File: src/rtl/pata_pio_pkg.sv
package pata_pio_pkg;
  localparam int unsigned WSEL_W   = 3;
  localparam logic [2:0]  PRI_CODE = 3'b110;
  localparam logic [2:0]  ALT_CODE = 3'b111;
  localparam int unsigned DA_W     = 3;

  typedef enum logic [1:0] {
    WIN_NONE = 2'd0,
    WIN_PRI  = 2'd1,
    WIN_ALT  = 2'd2
  } win_e;

  typedef struct packed {
    win_e            win;
    logic [DA_W-1:0] da;
    logic            wide;
  } dec_t;
endpackage

File: src/rtl/pata_win_decode.sv
module pata_win_decode
  import pata_pio_pkg::*;
#(
  parameter int ADDR_W = 24
) (
  input  logic [ADDR_W-1:0] addr,
  output dec_t              dec
);
  localparam int SEL_LO = ADDR_W - WSEL_W;

  logic [WSEL_W-1:0] sel;
  logic              unused_bits;

  assign sel         = addr[ADDR_W-1:SEL_LO];
  assign unused_bits = ^{addr[SEL_LO-1:4], addr[0]};

  always_comb begin
    dec.da = addr[3:1];
    if (sel == PRI_CODE)      dec.win = WIN_PRI;
    else if (sel == ALT_CODE) dec.win = WIN_ALT;
    else                      dec.win = WIN_NONE;
    dec.wide = (dec.win == WIN_PRI) && (addr[3:1] == 3'd0);
  end
endmodule

File: src/rtl/pata_cycle_timer.sv
module pata_cycle_timer #(
  parameter int CNT_W = 8
) (
  input  logic             clk,
  input  logic             rst_n,
  input  logic             start,
  input  logic [CNT_W-1:0] cfg_cycle,
  input  logic [CNT_W-1:0] cfg_setup,
  input  logic [CNT_W-1:0] cfg_pulse,
  input  logic             iordy,
  output logic             busy,
  output logic             cs_on,
  output logic             strb_on,
  output logic             sample,
  output logic             done
);
  localparam int TW = CNT_W + 2;
  typedef logic [TW-1:0] tcnt_t;

  tcnt_t s_eff, p_eff, c_eff, c_min;
  tcnt_t s_q, p_q, c_q, t_q, strb_end;
  logic  busy_q, last_pulse, hold;

  always_comb begin
    s_eff = (cfg_setup == '0) ? tcnt_t'(1) : tcnt_t'(cfg_setup);
    p_eff = (cfg_pulse == '0) ? tcnt_t'(1) : tcnt_t'(cfg_pulse);
    c_min = s_eff + p_eff + tcnt_t'(2);
    c_eff = (tcnt_t'(cfg_cycle) < c_min) ? c_min : tcnt_t'(cfg_cycle);
  end

  assign strb_end   = s_q + p_q;
  assign busy       = busy_q;
  assign cs_on      = busy_q && (t_q != '0) && (t_q <= c_q - tcnt_t'(2));
  assign strb_on    = busy_q && (t_q >= s_q) && (t_q < strb_end);
  assign last_pulse = busy_q && (t_q == strb_end - tcnt_t'(1));
  assign hold       = last_pulse && !iordy;
  assign sample     = last_pulse && iordy;
  assign done       = busy_q && (t_q == c_q - tcnt_t'(1));

  always_ff @(posedge clk or negedge rst_n) begin
    if (!rst_n) begin
      busy_q <= 1'b0;
      t_q    <= '0;
      s_q    <= '0;
      p_q    <= '0;
      c_q    <= '0;
    end else if (!busy_q) begin
      if (start) begin
        busy_q <= 1'b1;
        t_q    <= '0;
        s_q    <= s_eff;
        p_q    <= p_eff;
        c_q    <= c_eff;
      end
    end else if (done) begin
      busy_q <= 1'b0;
    end else if (!hold) begin
      t_q <= t_q + tcnt_t'(1);
    end
  end
endmodule

File: src/rtl/pata_bus_drive.sv
module pata_bus_drive
  import pata_pio_pkg::*;
#(
  parameter int DATA_W = 16
) (
  input  logic              clk,
  input  logic              rst_n,
  input  logic              accept,
  input  dec_t              dec_i,
  input  logic              write_i,
  input  logic [DATA_W-1:0] wdata_i,
  input  logic              cs_on,
  input  logic              strb_on,
  input  logic              sample,
  input  logic [DATA_W-1:0] dd_i,
  output logic              cs0_n,
  output logic              cs1_n,
  output logic [DA_W-1:0]   da,
  output logic              dior_n,
  output logic              diow_n,
  output logic [DATA_W-1:0] dd_o,
  output logic              dd_oe,
  output logic [DATA_W-1:0] rdata
);
  localparam int LANES = DATA_W / 8;

  win_e              win_q;
  logic [DA_W-1:0]   da_q;
  logic              wide_q, wr_q;
  logic [DATA_W-1:0] wd_q, rd_q, wd_nx, rd_nx;

  for (genvar g = 0; g < LANES; g++) begin : g_lane
    localparam bit LOW = (g == 0);
    assign wd_nx[g*8 +: 8] = (LOW || dec_i.wide) ? wdata_i[g*8 +: 8] : 8'h00;
    assign rd_nx[g*8 +: 8] = (LOW || wide_q)     ? dd_i[g*8 +: 8]    : 8'h00;
  end

  always_ff @(posedge clk or negedge rst_n) begin
    if (!rst_n) begin
      win_q  <= WIN_NONE;
      da_q   <= '0;
      wide_q <= 1'b0;
      wr_q   <= 1'b0;
      wd_q   <= '0;
      rd_q   <= '0;
    end else begin
      if (accept) begin
        win_q  <= dec_i.win;
        da_q   <= dec_i.da;
        wide_q <= dec_i.wide;
        wr_q   <= write_i;
        wd_q   <= wd_nx;
      end
      if (sample && !wr_q) rd_q <= rd_nx;
    end
  end

  assign cs0_n  = !(cs_on && (win_q == WIN_PRI));
  assign cs1_n  = !(cs_on && (win_q == WIN_ALT));
  assign da     = da_q;
  assign dior_n = !(strb_on && !wr_q);
  assign diow_n = !(strb_on && wr_q);
  assign dd_o   = wd_q;
  assign dd_oe  = cs_on && wr_q;
  assign rdata  = rd_q;
endmodule

File: src/rtl/pata_pio_engine.sv
module pata_pio_engine
  import pata_pio_pkg::*;
#(
  parameter int CNT_W  = 8,
  parameter int ADDR_W = 24,
  parameter int DATA_W = 16
) (
  input  logic              clk,
  input  logic              rst_n,
  input  logic [CNT_W-1:0]  cfg_cycle,
  input  logic [CNT_W-1:0]  cfg_setup,
  input  logic [CNT_W-1:0]  cfg_pulse,
  input  logic              req_valid,
  output logic              req_ready,
  input  logic              req_write,
  input  logic [ADDR_W-1:0] req_addr,
  input  logic [DATA_W-1:0] req_wdata,
  output logic [DATA_W-1:0] rsp_rdata,
  output logic              rsp_err,
  output logic              ata_cs0_n,
  output logic              ata_cs1_n,
  output logic [2:0]        ata_da,
  output logic              ata_dior_n,
  output logic              ata_diow_n,
  output logic [DATA_W-1:0] ata_dd_o,
  output logic              ata_dd_oe,
  input  logic [DATA_W-1:0] ata_dd_i,
  input  logic              ata_iordy
);
  dec_t dec;
  logic busy, cs_on, strb_on, sample, done;
  logic accept, miss;

  pata_win_decode #(.ADDR_W(ADDR_W)) u_dec (
    .addr (req_addr),
    .dec  (dec)
  );

  assign accept    = req_valid && !busy && (dec.win != WIN_NONE);
  assign miss      = req_valid && !busy && (dec.win == WIN_NONE);
  assign req_ready = done || miss;
  assign rsp_err   = miss;

  pata_cycle_timer #(.CNT_W(CNT_W)) u_tmr (
    .clk       (clk),
    .rst_n     (rst_n),
    .start     (accept),
    .cfg_cycle (cfg_cycle),
    .cfg_setup (cfg_setup),
    .cfg_pulse (cfg_pulse),
    .iordy     (ata_iordy),
    .busy      (busy),
    .cs_on     (cs_on),
    .strb_on   (strb_on),
    .sample    (sample),
    .done      (done)
  );

  pata_bus_drive #(.DATA_W(DATA_W)) u_drv (
    .clk     (clk),
    .rst_n   (rst_n),
    .accept  (accept),
    .dec_i   (dec),
    .write_i (req_write),
    .wdata_i (req_wdata),
    .cs_on   (cs_on),
    .strb_on (strb_on),
    .sample  (sample),
    .dd_i    (ata_dd_i),
    .cs0_n   (ata_cs0_n),
    .cs1_n   (ata_cs1_n),
    .da      (ata_da),
    .dior_n  (ata_dior_n),
    .diow_n  (ata_diow_n),
    .dd_o    (ata_dd_o),
    .dd_oe   (ata_dd_oe),
    .rdata   (rsp_rdata)
  );
endmodule

File: config.mk
export PLATFORM = sky130hd
export DESIGN_NAME = pata_pio_engine
export DESIGN_NICKNAME = d
export VERILOG_FILES = /design/src/rtl/pata_pio_pkg.sv /design/src/rtl/pata_win_decode.sv /design/src/rtl/pata_cycle_timer.sv /design/src/rtl/pata_bus_drive.sv /design/src/rtl/pata_pio_engine.sv
export SDC_FILE = /design/constraint.sdc
export NUM_CORES = 1
export LEC_CHECK = 0
export ABC_AREA = 0
export ABC_CLOCK_PERIOD_IN_PS = 4510
export BUFFER_PORTS_ARGS = -buffer_cell sky130_fd_sc_hd__clkbuf_2
export CAP_MARGIN = 20
export CORE_MARGIN = 1.5
export CORE_UTILIZATION = 55
export DETAILED_ROUTE_END_ITERATION = 16
export PLACE_DENSITY = 0.79
export RECOVER_POWER = 25
export SLEW_MARGIN = 20
export SYNTH_ARGS = -nofsm -noshare
export SYNTH_HDL_FRONTEND = slang
export SYNTH_SLANG_ARGS = --single-unit
File: constraint.sdc
create_clock -name clk -period 4.51 [get_ports clk]
set_input_delay 0.902 -clock clk [delete_from_list [all_inputs] [get_ports clk]]
set_output_delay 0.902 -clock clk [all_outputs]
set_load 0.02 [all_outputs]
Word-level counts from Yosys, hierarchy flattened
Cells that the tools add are included.
{"block": "totals", "ff_bits": 80}
{"block": "classes", "reduce_logical": 35, "add_sub_neg": 7, "bitwise": 1, "eq_ne": 9, "mux": 14, "order_cmp": 4}
{"cell": "10-bit two-way mux", "count": 5}
{"cell": "8-bit two-way mux", "count": 4}
{"cell": "10-bit adder", "count": 2}
{"cell": "10-bit == test", "count": 2}
{"cell": "10-bit by 1-bit subtractor with 10-bit output, second input constant", "count": 2}
{"cell": "1-bit logical AND", "count": 18}
{"cell": "8-bit logical NOT", "count": 2}
{"cell": "10-bit by 1-bit adder with 10-bit output, second input constant", "count": 1}
{"cell": "10-bit by 2-bit adder with 10-bit output, second input constant", "count": 1}
{"cell": "10-bit >= comparator", "count": 1}
{"cell": "10-bit <= comparator", "count": 1}
{"cell": "10-bit less-than comparator", "count": 1}
{"cell": "8-bit by 10-bit less-than comparator with 1-bit output", "count": 1}
{"cell": "10-bit nonzero test", "count": 1}
{"cell": "10-bit by 2-bit subtractor with 10-bit output, second input constant", "count": 1}
{"cell": "1-bit logical NOT", "count": 7}
{"cell": "3-bit == test, second input constant", "count": 2}
{"cell": "2-bit by 1-bit == test with 1-bit output, second input constant", "count": 2}
{"cell": "2-bit two-way mux", "count": 2}
{"cell": "2-bit != test, second input constant", "count": 2}
{"cell": "2-bit nonzero test", "count": 2}
{"cell": "3-bit logical NOT", "count": 1}
{"cell": "1-bit two-way mux", "count": 3}
{"cell": "3-bit AND reduction", "count": 1}
{"cell": "5 further kinds", "count": 5}

Logic depth before layout (Yosys ltp)
{"block": "logic_depth", "word_depth": 8, "mapped_depth": 18, "depth_no_buf": 17}

Modules after synthesis
From an unflattened synthesis, not the netlist that was laid out.
{"block": "unflattened", "hier_cells": 614, "hier_area_um2": 5649.2}
{"mod": "pata_cycle_timer", "area_per_inst_um2": 3977.6, "instances": 1, "cells_per_inst": 479}
{"mod": "pata_bus_drive", "area_per_inst_um2": 1577.8, "instances": 1, "cells_per_inst": 123}
{"mod": "pata_win_decode", "area_per_inst_um2": 52.6, "instances": 1, "cells_per_inst": 8}
{"mod": "pata_pio_engine", "area_per_inst_um2": 41.3, "instances": 1, "cells_per_inst": 4}

Worst setup path after synthesis
No wires, ideal clock.
{"block": "synth_path", "kind": "in2reg", "start": "in cfg_pulse[6]", "end": "reg u_tmr.c_q[0]", "arrival_ns": 3.908, "t_required_ns": 4.374, "stages": 18, "path_slack_ns": 0.466, "n_path_buf": 1, "setup_ns": 0.136, "path_cell_list": "nor4_1 a21o_1 ha_1 ha_1 inv_1 fa_1 nor2b_1 o21ai_0 a21oi_1 o21ai_0 nand3_1 nand2b_1 ha_1 o21ai_0 a2111oi_2 buf_2 mux2i_1 o21ai_0"}
{"block": "synth_via", "elab_chain_cells": 6}
{"item": "from (decl)", "line": "pata_pio_engine.sv:12", "rtl": "input logic [CNT_W-1:0] cfg_pulse,"}
{"item": "8-bit logical NOT *", "line": "pata_cycle_timer.sv:26", "rtl": "p_eff = (cfg_pulse == '0) ? tcnt_t'(1) : tcnt_t'(cfg_pulse);"}
{"item": "8-bit two-way mux *", "line": "pata_cycle_timer.sv:26"}
{"item": "named net u_tmr.p_eff[0]", "line": "pata_cycle_timer.sv:20", "rtl": "tcnt_t s_eff, p_eff, c_eff, c_min;"}
{"item": "10-bit adder *", "line": "pata_cycle_timer.sv:27", "rtl": "c_min = s_eff + p_eff + tcnt_t'(2);"}
{"item": "10-bit by 2-bit adder with 10-bit output *", "line": "pata_cycle_timer.sv:27"}
{"item": "8-bit by 10-bit less-than comparator with 1-bit output", "line": "pata_cycle_timer.sv:28", "rtl": "c_eff = (tcnt_t'(cfg_cycle) < c_min) ? c_min : tcnt_t'(cfg_cycle);"}
{"item": "10-bit two-way mux *", "line": "pata_cycle_timer.sv:28"}
{"item": "to (signal assigned)", "line": "pata_cycle_timer.sv:46", "rtl": "c_q <= '0;"}
{"item": "to (signal assigned)", "line": "pata_cycle_timer.sv:53", "rtl": "c_q <= c_eff;"}
{"item": "to (decl)", "line": "pata_cycle_timer.sv:21", "rtl": "tcnt_t s_q, p_q, c_q, t_q, strb_end;"}
Mark *: on every way through the listed nets, which the timed path passes. The rest lies on a longest branch.
A chain may end at the register's enable or synchronous reset.

Final worst setup path
{"block": "layout_path", "start": "reg u_tmr.p_q[0]", "end": "out ata_dior_n"}
{"block": "layout_via", "elab_chain_cells": 5}
{"item": "from (decl)", "line": "pata_cycle_timer.sv:21"}
{"item": "from (signal assigned)", "line": "pata_cycle_timer.sv:52", "rtl": "p_q <= p_eff;"}
{"item": "10-bit adder", "line": "pata_cycle_timer.sv:31", "rtl": "assign strb_end = s_q + p_q;"}
{"item": "10-bit less-than comparator", "line": "pata_cycle_timer.sv:34", "rtl": "assign strb_on = busy_q && (t_q >= s_q) && (t_q < strb_end);"}
{"item": "1-bit logical AND", "line": "pata_cycle_timer.sv:34"}
{"item": "1-bit logical AND", "line": "pata_bus_drive.sv:61", "rtl": "assign dior_n = !(strb_on && !wr_q);"}
{"item": "1-bit logical NOT", "line": "pata_bus_drive.sv:61"}
{"item": "to (decl)", "line": "pata_pio_engine.sv:23", "rtl": "output logic ata_dior_n,"}
Every way passes these cells.

==> flow_summary.json <==
{
  "cts_root_buf": "clkbuf_8",
  "cpMostUsedCell": "ha_1",
  "power.density_nw_per_um2": 689.4,
  "relSlewSlack": -0.2395,
  "reg2reg_from": "u_tmr.p_q[0]$_DFFE_PN0P_",
  "power_leakage_nw": 3.479,
  "clk_latency_ns": 0.35,
  "fillers": 855,
  "ys_ff_latch": 76,
  "crit_family": "compound AO/OA/AOI/OAI gates",
  "row_count": 36,
  "drive_gt1_frac": 0.2336,
  "violations": "capacitance limit, slew limit",
  "hold_depth": 2,
  "synth.distinct_cells": 72,
  "rsz0062_at_grt": "no",
  "grt_pass1_wl_mm": 23.70,
  "r2r-end": "u_tmr.t_q[6]$_DFFE_PN0P_",
  "grt_overflow_total": 0,
  "ys_seq_area_frac": 0.3351,
  "die-area_sq_um": 10940,
  "finalSetupViolCount": 0,
  "insertedDiodeCount": 0,
  "synth_warnings": 0,
  "clk_pin_slew_worst_paths_ns": 0.07,
  "period_needed_ns": 4.298,
  "drv_cap": 1,
  "synth_nets": 787,
  "crit_arrival_ns": 3.40,
  "drt-wirelength-per-cell_microns": 15.68,
  "final_common_cell": "nand2_1",
  "async_flop_share": 1.000,
  "grt_antenna_before_repair": 0,
  "worstPathCellList": "ha_1 > fa_2 > a21o_1 > a221oi_4 > o21bai_1 > a21oi_2 > ha_1 > a2111o_1 > a31oi_1 > nand3b_1 > clkbuf_2",
  "final_cell_mix": "nand2_1, clkbuf_2, dfrtp_1",
  "setup_ws_ns": 0.2115,
  "syn_inst": 637,
  "initial_utilization": 0.5727,
  "io_buffers": 108,
  "clock_skew_ns": 0.009879,
  "avgSynthCellArea_sq_um": 8.910,
  "crit_fanout": 3,
  "crit_buf_inv": 1,
  "ant_nets": 0,
  "cp.required_ns": 3.61,
  "final_cells": 878,
  "final_nets": 892,
  "cts_buffers": 9,
  "pre_cts_ws_ns": -0.5212,
  "peakVddDrop_mv": 0.3217,
  "htree_levels": 3,
  "slowest_stage": "a2111o_1",
  "drc": 0,
  "drt_iter0_drc": 248,
  "max_stage_delay_ns": 0.41,
  "place.gp.congestion": 0.8577,
  "die_w_microns": 104.6,
  "place_hpwl_mm": 10.61,
  "ctsHoldBuffers": 0,
  "end_kind": "output pin",
  "synth_top_area_share": 0.3351,
  "min_to": "u_tmr.p_q[7]$_DFFE_PN0P_",
  "min_path_type": "flip-flop to flip-flop",
  "crit_type": "flip-flop to output pin",
  "place_inst": 862,
  "vias": 4993,
  "gr-usage-all-layers": 0.2677,
  "grt_max_degree": 77,
  "die_h_microns": 104.6,
  "synth_area_leaders": "dfrtp_1, ha_1, nand2_1",
  "synth_top_area_cell": "dfrtp_1",
  "wl_mm": 13.77,
  "synth-edff-count": 0,
  "first_pass_iters": 4,
  "syn_area_sq_um": 5675,
  "cts_sinks": 76,
  "worstSetupStartpointType": "flip-flop",
  "cts_tree": "yes",
  "clk_path_buf_depth": 2,
  "slew_viol_final": 77,
  "core_sq_um": 9910,
  "min_from": "u_tmr.p_q[7]$_DFFE_PN0P_",
  "period_share": 0.9531,
  "grt_pass1_vias": 5141,
  "rr_worst_depth": 13,
  "hold_viol_final": 0,
  "syn_to_final_growth_pct": 16.45,
  "fmax_mhz": 232.6,
  "r2r_slack_ns": 0.97,
  "io-pin-count": 127,
  "synth-main-ff-cell": "dfrtp_1",
  "viasPerCell": 5.687,
  "worstMarginPinSlew_ns": 1.859,
  "status": "finished, violations left"
}
==> synth_stat cells, drive strengths merged (7+ instances only) <==
| library cell | instances |
|---|---|
| ha | 63 |
| a21oi | 18 |
| clkbuf | 31 |
| nor2 | 17 |
| a22o | 11 |
| o31ai | 10 |
| buf | 9 |
| o21ai | 28 |
| xnor2 | 22 |
| nand2b | 10 |
| nand3 | 26 |
| a21o | 16 |
| or3 | 13 |
| nand2 | 110 |
| o21a | 12 |
| nor3 | 13 |
| inv | 43 |
| dfrtp | 76 |
| mux2 | 10 |
| and3 | 7 |
| mux2i | 12 |
| xor2 | 12 |
==> worst max path at each step <==
stage,to,cells past startpoint,from
3_5_place_dp,u_tmr.c_q[0]$_DFFE_PN0P_,18,cfg_pulse[6]
2_1_floorplan,u_tmr.c_q[0]$_DFFE_PN0P_,18,cfg_pulse[6]
4_1_cts,ata_dior_n,11,u_tmr.s_q[0]$_DFFE_PN0P_
6_report,ata_dior_n,11,u_tmr.p_q[0]$_DFFE_PN0P_
5_1_grt,ata_diow_n,14,u_tmr.s_q[0]$_DFFE_PN0P_
3_3_place_gp,u_tmr.c_q[0]$_DFFE_PN0P_,18,cfg_pulse[6]
==> flip-flops by register name (all words and copies together) (netlist names), 2 cells and up <==
signal / flops
u_drv.da: 3
u_tmr.c_q: 10
u_tmr.s_q: 8
u_drv.dd_o: 16
u_tmr.p_q: 8
u_tmr.t_q: 10
u_drv.rdata: 16
u_drv.win_q: 2
==> where the power goes <==
part           internal (W)  switching [W]
clock              0.000248       0.000233
sequential         0.000924       0.000217
combinational       0.00126        0.00167
==> final cells by class <==
class	count	area, sq um	share of cell area
clock buffers	11	131.4	0.01988
flip-flops and latches	76	1902	0.2878
clock inverters	3	40.04	0.006058
inverters	43	161.4	0.02442
multi-input cells	478	3472	0.5254
well taps	133	166.4	0.02518
repair buffers	134	735.7	0.1113
==> logic make-up after synthesis <==
logic type / synth area share
buf+inv: 0.06129
mux: 0.04365
xor+xnor: 0.05379
flops: 0.3351
compound gates: 0.1645
fa+ha+maj: 0.1459
simple gates: 0.1958
==> worst register-to-register path, delay by kind of cell (launching register included) <==
kind	cells	cell delay (ns)
flip-flops	1	0.40
buffers and inverters	2	0.30
AND/OR/NAND/NOR	4	0.79
AO/OA/AOI/OAI	4	0.90
adder cells (fa/ha/maj)	3	1.02
==> per-stage QoR <==
| step | power, W | hold slack [ns] | TNS, ns | instance area, sq um | utilization |
|---|---|---|---|---|---|
| after detailed placement | 0.003984 | 0.4708 | -3.498 | 6381 | 0.6439 |
| after CTS | 0.004501 | 0.4891 | 0 | 6569 | 0.6629 |
| after global routing | 0.004985 | 0.5131 | 0 | 6609 | 0.6669 |
| final | 0.004556 | 0.4841 | 0 | 6609 | 0.6669 |
| after floorplan | 0.003323 | 0.4523 | 0 | 5675 | - |
| after global placement | 0.003846 | 0.4597 | -1.633 | 6381 | 0.6439 |
==> layer usage <==
layer  share of wire  track usage  wire length, microns
met5               0            0                     0
met3           0.053      0.04616                   726
met1            0.43       0.3335                  5873
met4           0.023      0.09980                   323
met2            0.50       0.4643                  6848
==> repair_timing <==
item,in CTS,in global routing
buffers inserted,0,2
setup endpoints to repair,10,10
pin swaps,0,2
resized for setup,2,5
(Power assumes the default switching activity.)
